`config.mk`:
```
export PLATFORM = sky130hd
export DESIGN_NAME = pow2_region_fit
export DESIGN_NICKNAME = d
export VERILOG_FILES = /design/src/rtl/rf_pkg.sv /design/src/rtl/rf_msb_find.sv /design/src/rtl/rf_mask_build.sv /design/src/rtl/rf_gap_eval.sv /design/src/rtl/pow2_region_fit.sv
export SDC_FILE = /design/constraint.sdc
export NUM_CORES = 1
export LEC_CHECK = 0
export ABC_CLOCK_PERIOD_IN_PS = 15350
export BUFFER_PORTS_ARGS = -buffer_cell sky130_fd_sc_hd__buf_2
export CORE_MARGIN = 2
export CORE_UTILIZATION = 40
export CTS_CLUSTER_SIZE = 14
export DETAILED_ROUTE_END_ITERATION = 12
export MAX_ROUTING_LAYER = met4
export PLACE_DENSITY = 0.63
export SLEW_MARGIN = 20
export SYNTH_ARGS = -nofsm -noshare
export SYNTH_HDL_FRONTEND = slang
export SYNTH_SLANG_ARGS = --single-unit
```
`constraint.sdc`:
```
create_clock -name clk -period 15.35 [get_ports clk]
set_clock_uncertainty 0.2 [all_clocks]
set_input_delay 2.3025 -clock clk [delete_from_list [all_inputs] [get_ports clk]]
set_output_delay 2.3025 -clock clk [all_outputs]
set_load 0.02 [all_outputs]
```
`src/rtl/rf_pkg.sv`:
```
package rf_pkg;
    localparam int NSUB   = 8;
    localparam int SUB_SH = 3;
    localparam int SLW    = $clog2(NSUB) + 1;

    typedef enum logic [1:0] {
        ST_IDLE  = 2'd0,
        ST_ALIGN = 2'd1,
        ST_ROUND = 2'd2,
        ST_TRIM  = 2'd3
    } rf_state_e;
endpackage

```
`src/rtl/rf_msb_find.sv`:
```
module rf_msb_find #(
    parameter int W = 33,
    localparam int IW = $clog2(W)
) (
    input  logic [W-1:0]  vec,
    output logic [IW-1:0] idx
);
    // highest set bit wins; zero input yields index 0
    always_comb begin
        idx = '0;
        for (int i = 0; i < W; i++) begin
            if (vec[i]) idx = IW'(i);
        end
    end
endmodule

```
`src/rtl/rf_mask_build.sv`:
```
module rf_mask_build #(
    parameter int NSUB = 8,
    parameter int SLW  = 4
) (
    input  logic [SLW-1:0]  lo_cnt,
    input  logic [SLW-1:0]  hi_cnt,
    output logic [NSUB-1:0] mask
);
    localparam logic [SLW-1:0] TOP = SLW'(NSUB);

    generate
        for (genvar g = 0; g < NSUB; g++) begin : g_bit
            assign mask[g] = (SLW'(g) < lo_cnt) || (SLW'(g) >= TOP - hi_cnt);
        end
    endgenerate

    // a mask within budget carries exactly the requested slot count
    always_comb begin
        if ({1'b0, lo_cnt} + {1'b0, hi_cnt} <= (SLW+1)'(NSUB)) begin
            a_r4_mask_count: assert ($countones(mask) == int'(lo_cnt) + int'(hi_cnt))
                else $error("mask population differs from slot count");
        end
    end
endmodule

```
`src/rtl/rf_gap_eval.sv`:
```
module rf_gap_eval
    import rf_pkg::*;
#(
    parameter int AW           = 32,
    parameter int OW           = 6,
    parameter int MIN_SUB_LOG2 = 5,
    localparam int SW = AW + 1,
    localparam int PW = AW + 2
) (
    input  logic [AW-1:0]   addr,
    input  logic [AW-1:0]   abase,
    input  logic [SW-1:0]   extent,
    input  logic [OW-1:0]   ord,
    output logic            fit,
    output logic [NSUB-1:0] mask
);
    logic [PW-1:0]  p2;
    logic [PW-1:0]  lead;
    logic [PW-1:0]  trail;
    logic [PW-1:0]  low_mask;
    logic [OW-1:0]  sub_ord;
    logic           tiny;
    logic           any_gap;
    logic           off_grid;
    logic [SLW-1:0] lo_cnt;
    logic [SLW-1:0] hi_cnt;

    always_comb begin
        p2      = PW'(1) << ord;
        lead    = PW'(addr - abase);
        trail   = p2 - PW'(extent);
        tiny    = (ord < OW'(SUB_SH));
        sub_ord = tiny ? '0 : ord - OW'(SUB_SH);
        low_mask = (PW'(1) << sub_ord) - PW'(1);
        off_grid = (|(lead & low_mask)) || (|(trail & low_mask));
        lo_cnt  = SLW'(lead >> sub_ord);
        hi_cnt  = SLW'(trail >> sub_ord);
        any_gap = (|lead) || (|trail);

        if (!any_gap)
            fit = 1'b1;
        else if (tiny || off_grid)
            fit = 1'b0;
        else if (sub_ord < OW'(MIN_SUB_LOG2))
            fit = 1'b0;
        else if ({1'b0, lo_cnt} + {1'b0, hi_cnt} > (SLW+1)'(NSUB))
            fit = 1'b0;
        else
            fit = 1'b1;
    end

    rf_mask_build #(.NSUB(NSUB), .SLW(SLW)) u_mask (
        .lo_cnt (lo_cnt),
        .hi_cnt (hi_cnt),
        .mask   (mask)
    );

    // a gap-free span never needs a disable bit
    always_comb begin
        if (!any_gap) begin
            a_r7_no_gap_clear: assert (mask == '0)
                else $error("disable bits without a gap");
        end
    end
endmodule

```
`src/rtl/pow2_region_fit.sv`:
```
module pow2_region_fit
    import rf_pkg::*;
#(
    parameter int AW           = 32,
    parameter int MIN_SUB_LOG2 = 5
) (
    input  logic             clk,
    input  logic             rst_n,
    input  logic             start,
    input  logic [AW-1:0]    span_addr,
    input  logic [AW-1:0]    span_len,
    output logic             ready,
    output logic             done,
    output logic             fit_ok,
    output logic [AW-1:0]    rgn_base,
    output logic [5:0]       rgn_order,
    output logic [NSUB-1:0]  sub_dis
);
    localparam int SW = AW + 1;
    localparam int OW = 6;
    localparam int IW = $clog2(SW);

    typedef struct packed {
        rf_state_e       st;
        logic [AW-1:0]   addr;
        logic [AW-1:0]   len;
        logic [AW-1:0]   abase;
        logic [SW-1:0]   extent;
        logic [OW-1:0]   ord;
        logic            done;
        logic            ok;
        logic [AW-1:0]   r_base;
        logic [OW-1:0]   r_ord;
        logic [NSUB-1:0] r_mask;
    } regs_t;

    regs_t r_d, r_q;

    logic [IW-1:0]   msb_idx;
    logic            is_pow2;
    logic            gap_fit;
    logic [NSUB-1:0] gap_mask;
    logic            good;

    rf_msb_find #(.W(SW)) u_msb (
        .vec (r_q.extent),
        .idx (msb_idx)
    );

    rf_gap_eval #(.AW(AW), .OW(OW), .MIN_SUB_LOG2(MIN_SUB_LOG2)) u_gap (
        .addr   (r_q.addr),
        .abase  (r_q.abase),
        .extent (r_q.extent),
        .ord    (r_q.ord),
        .fit    (gap_fit),
        .mask   (gap_mask)
    );

    always_comb begin
        r_d      = r_q;
        r_d.done = 1'b0;
        is_pow2  = ((r_q.extent & (r_q.extent - SW'(1))) == '0);
        good     = gap_fit && (r_q.len != '0) && (r_q.ord <= OW'(AW));

        case (r_q.st)
            ST_IDLE: begin
                if (start) begin
                    r_d.addr = span_addr;
                    r_d.len  = span_len;
                    r_d.st   = ST_ALIGN;
                end
            end
            ST_ALIGN: begin
                r_d.abase  = r_q.addr & ~(r_q.len - AW'(1));
                r_d.extent = {1'b0, r_q.addr} + {1'b0, r_q.len}
                           - {1'b0, r_q.addr & ~(r_q.len - AW'(1))};
                r_d.st     = ST_ROUND;
            end
            ST_ROUND: begin
                r_d.ord = OW'(msb_idx) + (is_pow2 ? OW'(0) : OW'(1));
                r_d.st  = ST_TRIM;
            end
            ST_TRIM: begin
                r_d.done   = 1'b1;
                r_d.ok     = good;
                r_d.r_base = good ? r_q.abase : '0;
                r_d.r_ord  = good ? r_q.ord   : '0;
                r_d.r_mask = good ? gap_mask  : '0;
                r_d.st     = ST_IDLE;
            end
            default: r_d.st = ST_IDLE;
        endcase
    end

    always_ff @(posedge clk or negedge rst_n) begin
        if (!rst_n) r_q <= '0;
        else        r_q <= r_d;
    end

    assign ready     = (r_q.st == ST_IDLE);
    assign done      = r_q.done;
    assign fit_ok    = r_q.ok;
    assign rgn_base  = r_q.r_base;
    assign rgn_order = r_q.r_ord;
    assign sub_dis   = r_q.r_mask;

    a_r1_busy_after_start: assert property (@(posedge clk) disable iff (!rst_n)
        (start && ready) |=> !ready);

    a_r2_done_single: assert property (@(posedge clk) disable iff (!rst_n)
        done |=> !done);

    a_r2_done_after_busy: assert property (@(posedge clk) disable iff (!rst_n)
        $rose(done) |-> $past(!ready));

    a_r8_fail_zeros: assert property (@(posedge clk) disable iff (!rst_n)
        (done && !fit_ok) |-> (rgn_base == '0 && rgn_order == '0 && sub_dis == '0));

    a_r9_order_cap: assert property (@(posedge clk) disable iff (!rst_n)
        (done && fit_ok) |-> (rgn_order <= 6'(AW)));
endmodule

```
==> results of run 1 <==
final timing paths:
check | startpoint | endpoint | depth (start not counted)
setup reg to reg | r_q[53] | sub_dis[2] | 31
min in group asynchronous | rst_n | r_q[142] | 1
setup / recovery | r_q[53] | sub_dis[2] | 31
hold reg to reg | r_q[90] | rgn_base[3] | 1
hold / removal | r_q[90] | rgn_base[3] | 1
max in group asynchronous | rst_n | r_q[59] | 2
routing by layer:
layer,up-vias,share of wire [%]
li1,9403,-
met1,10200,43
met3,207,7.2
met4,0,4.9
met5,-,0
met2,1010,45
logic make-up (layout without fill, tap and decap cells):
| family | Yosys count | count (layout) | share of synthesized area, % |
|---|---|---|---|
| buf+inv | 294 | 315 | 6.78 |
| xor+xnor | 117 | 117 | 5.18 |
| fa+ha+maj | 153 | 153 | 9.71 |
| compound gates | 819 | 819 | 27.7 |
| flops | 185 | 185 | 23.2 |
| other cells | 2 | 5 | 0.0377 |
| mux | 124 | 124 | 6.68 |
| simple gates | 843 | 843 | 20.7 |
critical path, delay by kind of cell, from the launching register on:
kind | cells | cell delay, ps
AOI/OAI and AO/OA | 9 | 3090
adders and majority gates | 3 | 1090
DFF | 1 | 680
buffers and inverters | 4 | 1180
xor gates and xnor gates | 2 | 270
and+or+nand+nor | 13 | 3010
state kept, by name, indices dropped and copies added (netlist names):
register   flops
done           1
fit_ok         1
r_q          137
rgn_base      32
rgn_order      6
sub_dis        8
metrics by stage:
stage                     setup WS, ps  area [um2]  utilization (%)  hold WS [ps]
after floorplan                   7700       19900                -           256
after global placement            5940       20800             42.5           260
after detailed placement          5890       20800             42.5           272
after CTS                         5840       21400             43.7           283
after global routing              5070       21400             43.7           305
final                             5730       21400             43.7           283
Yosys cell counts (all sizes together) (18+ instances only):
master / number / area share, %
nor3: 91 / 2.4
inv: 126 / 2.4
xnor2: 64 / 2.8
nand2b: 28 / 0.88
a31oi: 32 / 1.0
nand2: 229 / 4.3
a21oi: 189 / 4.8
o21ai: 179 / 4.5
a211oi: 32 / 1.2
o22ai: 25 / 0.78
a21o: 74 / 2.8
o21a: 31 / 1.2
xor2: 53 / 2.3
nand3: 85 / 2.1
mux2i: 54 / 2.7
mux2: 70 / 4.0
nor2: 206 / 3.9
or3: 18 / 0.56
o211ai: 28 / 1.1
nand4: 41 / 1.3
nor4: 26 / 0.92
ha: 146 / 9.2
and2: 19 / 0.60
buf: 73 / 2.6
clkbuf: 94 / 1.8
dfrtp: 185 / 23
a22o: 42 / 1.8
final cells by class:
cell class | instances | area [um2] | share of cell area [%]
Multi-Input combinational cell | 2059 | 14000 | 65.4
Tap cell | 664 | 831 | 3.88
Clock inverter | 13 | 126 | 0.590
Inverter | 127 | 477 | 2.22
Timing Repair Buffer | 156 | 892 | 4.16
Antenna cell | 2 | 5.00 | 0.0234
Clock buffer | 19 | 453 | 2.11
Sequential cell | 185 | 4630 | 21.6
layout by cell type, fill, tap and decap left out, types with 42 or more instances in the layout:
cell type / n
mux2i_1: 54
a21o_1: 74
nor3_1: 87
buf_2: 114
nand3_1: 85
o21ai_0: 165
xor2_1: 53
dfrtp_1: 185
nand2_1: 228
nor2_1: 205
inv_1: 124
a21oi_1: 185
xnor2_1: 63
mux2_2: 68
a22o_1: 42
ha_1: 145
==> results by group, run 1 <==
Global route
  • First-pass GRT wire length: 122000 um
  • Largest net degree at the start of global routing: 123
  • Met1 usage: 42.9%
  • Global routing's busiest layer: met2
  • Number of antenna violations at the first check in global routing: 1
  • Met2 Use GR: 49.2%
  • Total gr overflow: 0
  • Number of global-route vias before repair: 19400
  • Global Route Usage Sum: 32.3%
  • Met3 GRT Util: 3.86%

Timing
  • Final slew viol count: 0
  • Fin. Hold Viols: 0
  • Max frequency: 104 MHz
  • Fin Setup TNS: 0 ps
  • Worst relative slew slack: 15.4%
  • Worst Max-Slew Pin Slew: 1260 ps
  • Period utilization: 62.7%
  • Final Setup Violations: 0
  • Post-layout min period: 9620 ps
  • RSZ-0062 raised after global routing: false

Layout
  • Finished Layout Cells: 3225
  • Area delta synth->final: 7.45%
  • Nets: 2763
  • Fill cells: 5004
  • Share of cells above drive strength 1: 12.3%

Job
  • Max Cap Violations: 0

Place
  • Port bufs: 115
  • HPWL after detailed placement: 63800 um
  • Placed Instances: 3191
  • Gpl congestion: 1.09

Routing
  • Via/cell ratio: 6.46
  • Final WL: 81600 um
  • Post-DRT Antenna Nets: 0
  • Via Count: 20800
  • DRC violations left: 0
  • Initial DRC Count: 2212
  • First drt pass iteration count: 6
  • Avg WL per Cell: 25.3 um

Die
  • Initial core utilization: 40.7%
  • Die ar.: 51700 um2
  • Die span in y: 227 um
  • Core Box Area: 49100 um2
  • Boundary pin count: 116
  • Die Wd: 227 um
  • Rows: 81

Yosys
  • Avg Synthesized Cell Area: 7.86 um2
  • Top FF cell, synth: dfrtp_1
  • Yosys warns: 0
  • Post-synthesis sequential area ratio: 23.2%
  • Mapped cell area: 19900 um2
  • Post-synth EDFFs: 0
  • Post-synth ARST share: 100%
  • Yosys cell types: 101
  • Yosys reg bits: 185
  • Mapped Cells: 2537

Setup path
  • Worst path max stage delay: 780 ps
  • Crit path max fanout: 45
  • Most used cell, CP: nand2_1
  • CP Launch Type: flop
  • Critical-path top delay cell: o311ai_1
  • Critical Path RT: 15540 ps
  • Crit path capture type: flop
  • Crit Path Category: reg2reg
  • Flop2flop setup slack: 5730 ps
  • WP data arrival: 9810 ps

Clock network
  • CTS clk-pin slew, worst paths: 80 ps
  • Num CTS Buffers: 17
  • Post-CTS setup buffers: 0
  • Post-CTS resize count: 0
  • CTS root buffer: clkbuf_16
  • Longest Clk Path Bufs: 2
  • Hold buffer count at CTS: 0
  • CTS tree: done
  • H-tree Lvls: 4
  • Worst skew pair latency: 460 ps
  • Clock tree sinks: 185

Status
  • Status: completed

Min path
  • HP Class: reg2reg
Power of run 1 is left out: the tool's default activity adds up to more than one toggle a clock period on the data nets, which glitch-free logic cannot reach.
==> run 2, diff against run 1 <==
Settings changed: ABC_AREA set to 1, ABC_CLOCK_PERIOD_IN_PS 15350 to 8770, PLACE_DENSITY 0.63 to 0.65.
Clock period 15.35 ns to 8.77 ns, I/O delays scaled along.
==> results by group, run 2 <==
Status
  • Status: completed

Yosys
  • Post-synthesis sequential area ratio: 23.2% (about the same)
  • Area leader, netlist: dfrtp_1
  • Yosys top cell area share: 23.2% (about the same)
  • Mapped cell area: 20000 um2 (about the same)
  • Post-synthesis xor/xnor area fraction: 2.41% (-2.8 points)
  • Most common cell in the netlist: nand2_1
  • Yosys warns: 0 (unchanged)
  • Synth Area in Simple Gates: 35.6% (+15 points)
  • Post-synth ARST share: 100% (unchanged)
  • Post-synth EDFFs: 0 (unchanged)
  • Top cells by area, synth: dfrtp_1 (23%), nand2_1 (16%), ha_1 (9.2%)
  • Top FF cell, synth: dfrtp_1
  • Mux cell area share after synthesis: 0.959% (-5.7 points)
  • Mapped Cells: 3178 (+25%)
  • Synth Area in Compound Gates: 17.9% (-9.8 points)
  • Avg Synthesized Cell Area: 6.28 um2 (-20%)
  • Adder-cell share of the synthesized area: 9.60% (-0.11 points)
  • Yosys reg bits: 185 (unchanged)
  • Yosys cell types: 61 (-40%)
  • Commonest cells in the netlist: nand2_1 (834), nor2_1 (420), inv_1 (341), nand3_1 (247), o21ai_0 (222)
  • Largest family of logic cells by synthesized area: simple AND/OR/NAND/NOR gates

Layout
  • Reg with most FFs: r_q
  • Commonest cells after routing, fill and taps aside: nand2_1 (832), nor2_1 (420), inv_1 (339)
  • Nets: 3425 (+24%)
  • Area delta synth->final: 7.40% (about the same)
  • Diodes inserted: 0 (-2)
  • Multi-input gate area: 13300 um2 (-5.0%)
  • Reg area: 4630 um2 (unchanged)
  • Fill cells: 5396 (+7.8%)
  • Max FFs per register: 137 (unchanged)
  • Share of cells above drive strength 1: 8.69% (-3.7 points)
  • Commonest non-fill, non-tap cell in the layout: nand2_1

Min path
  • Min-delay src: sub_dis[4]
  • HP Class: reg2reg
  • WHS Path Cells: 2 (+1)

Timing
  • Post-layout min period: 7050 ps (-2570 ps)
  • RSZ-0062 raised after global routing: false
  • Fin. Hold Viols: 0 (unchanged)
  • Worst relative slew slack: 32.4% (+17 points)
  • Final Setup Violations: 0 (unchanged)
  • Fin Setup TNS: 0 ps (unchanged)
  • Max frequency: 142 MHz (+36%)
  • Worst Max-Slew Pin Slew: 1000 ps (-252 ps)
  • Final slew viol count: 0 (unchanged)
  • Period utilization: 80.4% (+18 points)

Clock network
  • Num CTS Buffers: 17 (unchanged)
  • CTS tree: done
  • Hold buffer count at CTS: 0 (unchanged)
  • CTS root buffer: clkbuf_16
  • Clock tree sinks: 185 (unchanged)
  • Longest Clk Path Bufs: 2 (unchanged)
  • Post-CTS setup buffers: 0 (unchanged)
  • CTS clk-pin slew, worst paths: 70 ps (about the same)
  • Worst skew pair latency: 460 ps (about the same)
  • Post-CTS resize count: 0 (unchanged)
  • H-tree Lvls: 4 (unchanged)

Job
  • Max Cap Violations: 0 (unchanged)

Global route
  • Number of global-route vias before repair: 19900 (+2.3%)
  • Total gr overflow: 0 (unchanged)
  • Global Route Usage Sum: 29.4% (-2.9 points)
  • First-pass GRT wire length: 113000 um (-7.1%)
  • Largest net degree at the start of global routing: 94 (-24%)
  • Number of antenna violations at the first check in global routing: 1 (unchanged)

Routing
  • Avg WL per Cell: 19.0 um (-25%)
  • Post-DRT Antenna Nets: 0 (unchanged)
  • Via/cell ratio: 5.54 (-14%)
  • Via Count: 21500 (+3.4%)
  • DRC violations left: 0 (unchanged)
  • Initial DRC Count: 2140 (-3.3%)
  • First drt pass iteration count: 6 (unchanged)
  • Final WL: 74000 um (-9.4%)

Die
  • Die span in y: 227 um (about the same)
  • Initial core utilization: 40.7% (about the same)
  • Die Wd: 227 um (about the same)
  • Boundary pin count: 116 (unchanged)
  • Die ar.: 51700 um2 (about the same)
  • Core Box Area: 49100 um2 (unchanged)
  • Rows: 81 (unchanged)

Setup path
  • Flop2flop setup slack: 1720 ps (-4010 ps)
  • FF-to-FF End: rgn_base[5]
  • Worst r2r src: r_q[48]
  • Setup crit end: rgn_base[5]
  • Critical-path top delay cell: xor2_1
  • Worst path max stage delay: 450 ps (-330 ps)
  • Critical path startpoint: r_q[48]
  • Cells on worst reg2reg path: 45 (+45%)
  • Most used cell, CP: nand2_1
  • Crit path max fanout: 40 (-11%)
  • CP Launch Type: flop
  • Crit Path Category: reg2reg
  • WP data arrival: 7220 ps (-2590 ps)
  • Crit path capture type: flop
  • Critical Path RT: 8940 ps (-6600 ps)

Place
  • Port bufs: 115 (unchanged)
  • Gpl congestion: 1.08 (-0.55%)
  • HPWL after detailed placement: 60600 um (-5.0%)
[run 2: cell families (layout without fill, tap and decap cells)]
group,count (synthesis),in the layout
XOR/XNOR,55,55
AND/OR/NAND/NOR,1679,1679
AO/OA/AOI/OAI,613,613
flip-flops,185,185
multiplexers,17,17
adder cells (fa/ha/maj),151,151
other,2,3
buffers and inverters,476,518
[run 2: routing by layer]
layer | GRT usage (%) | routed length [um] | part of all wire, %
met1 | 39.9 | 34000 | 46
met2 | 45.6 | 32700 | 44
met3 | 3.45 | 5030 | 6.8
met4 | 9.32 | 2300 | 3.1
met5 | - | 0 | 0
[run 2: how the worst min path moves through the flow]
stage              endpoint  slack (ps)
2_1_floorplan    sub_dis[4]         250
3_3_place_gp   rgn_base[29]         260
3_5_place_dp     sub_dis[4]         260
4_1_cts          sub_dis[4]         280
5_1_grt          sub_dis[4]         300
6_report         sub_dis[4]         280
[run 2: worst max-delay path, delay by kind of cell, from the launching register on]
family          cells  cell delay (ps)
simple gates       27             2810
flops               1              430
fa+ha+maj           5             1290
xor+xnor            2              590
compound gates      4              510
buf+inv             7             1070
[run 2: cell type report]
| cell class | instances | area share [%] |
|---|---|---|
| flip-flops and latches | 185 | 21.6 |
| multi-input cells | 2518 | 62.1 |
| well taps | 664 | 3.88 |
| inverters | 354 | 6.22 |
| clock inverters | 13 | 0.782 |
| repair buffers | 132 | 3.32 |
| clock buffers | 19 | 2.11 |
[run 2: through the flow]
step	util [%]	hold WS, ps	worst slack [ps]	std cells	instance area, um2
CTS	43.7	281	1860	3885	21400
global placement	42.4	261	1990	3853	20800
floorplan	-	250	3440	3179	20000
finish	43.7	276	1720	3885	21400
detailed placement	42.4	263	1890	3853	20800
global route	43.7	295	1180	3885	21400
Power of run 2 is left out for the same reason.
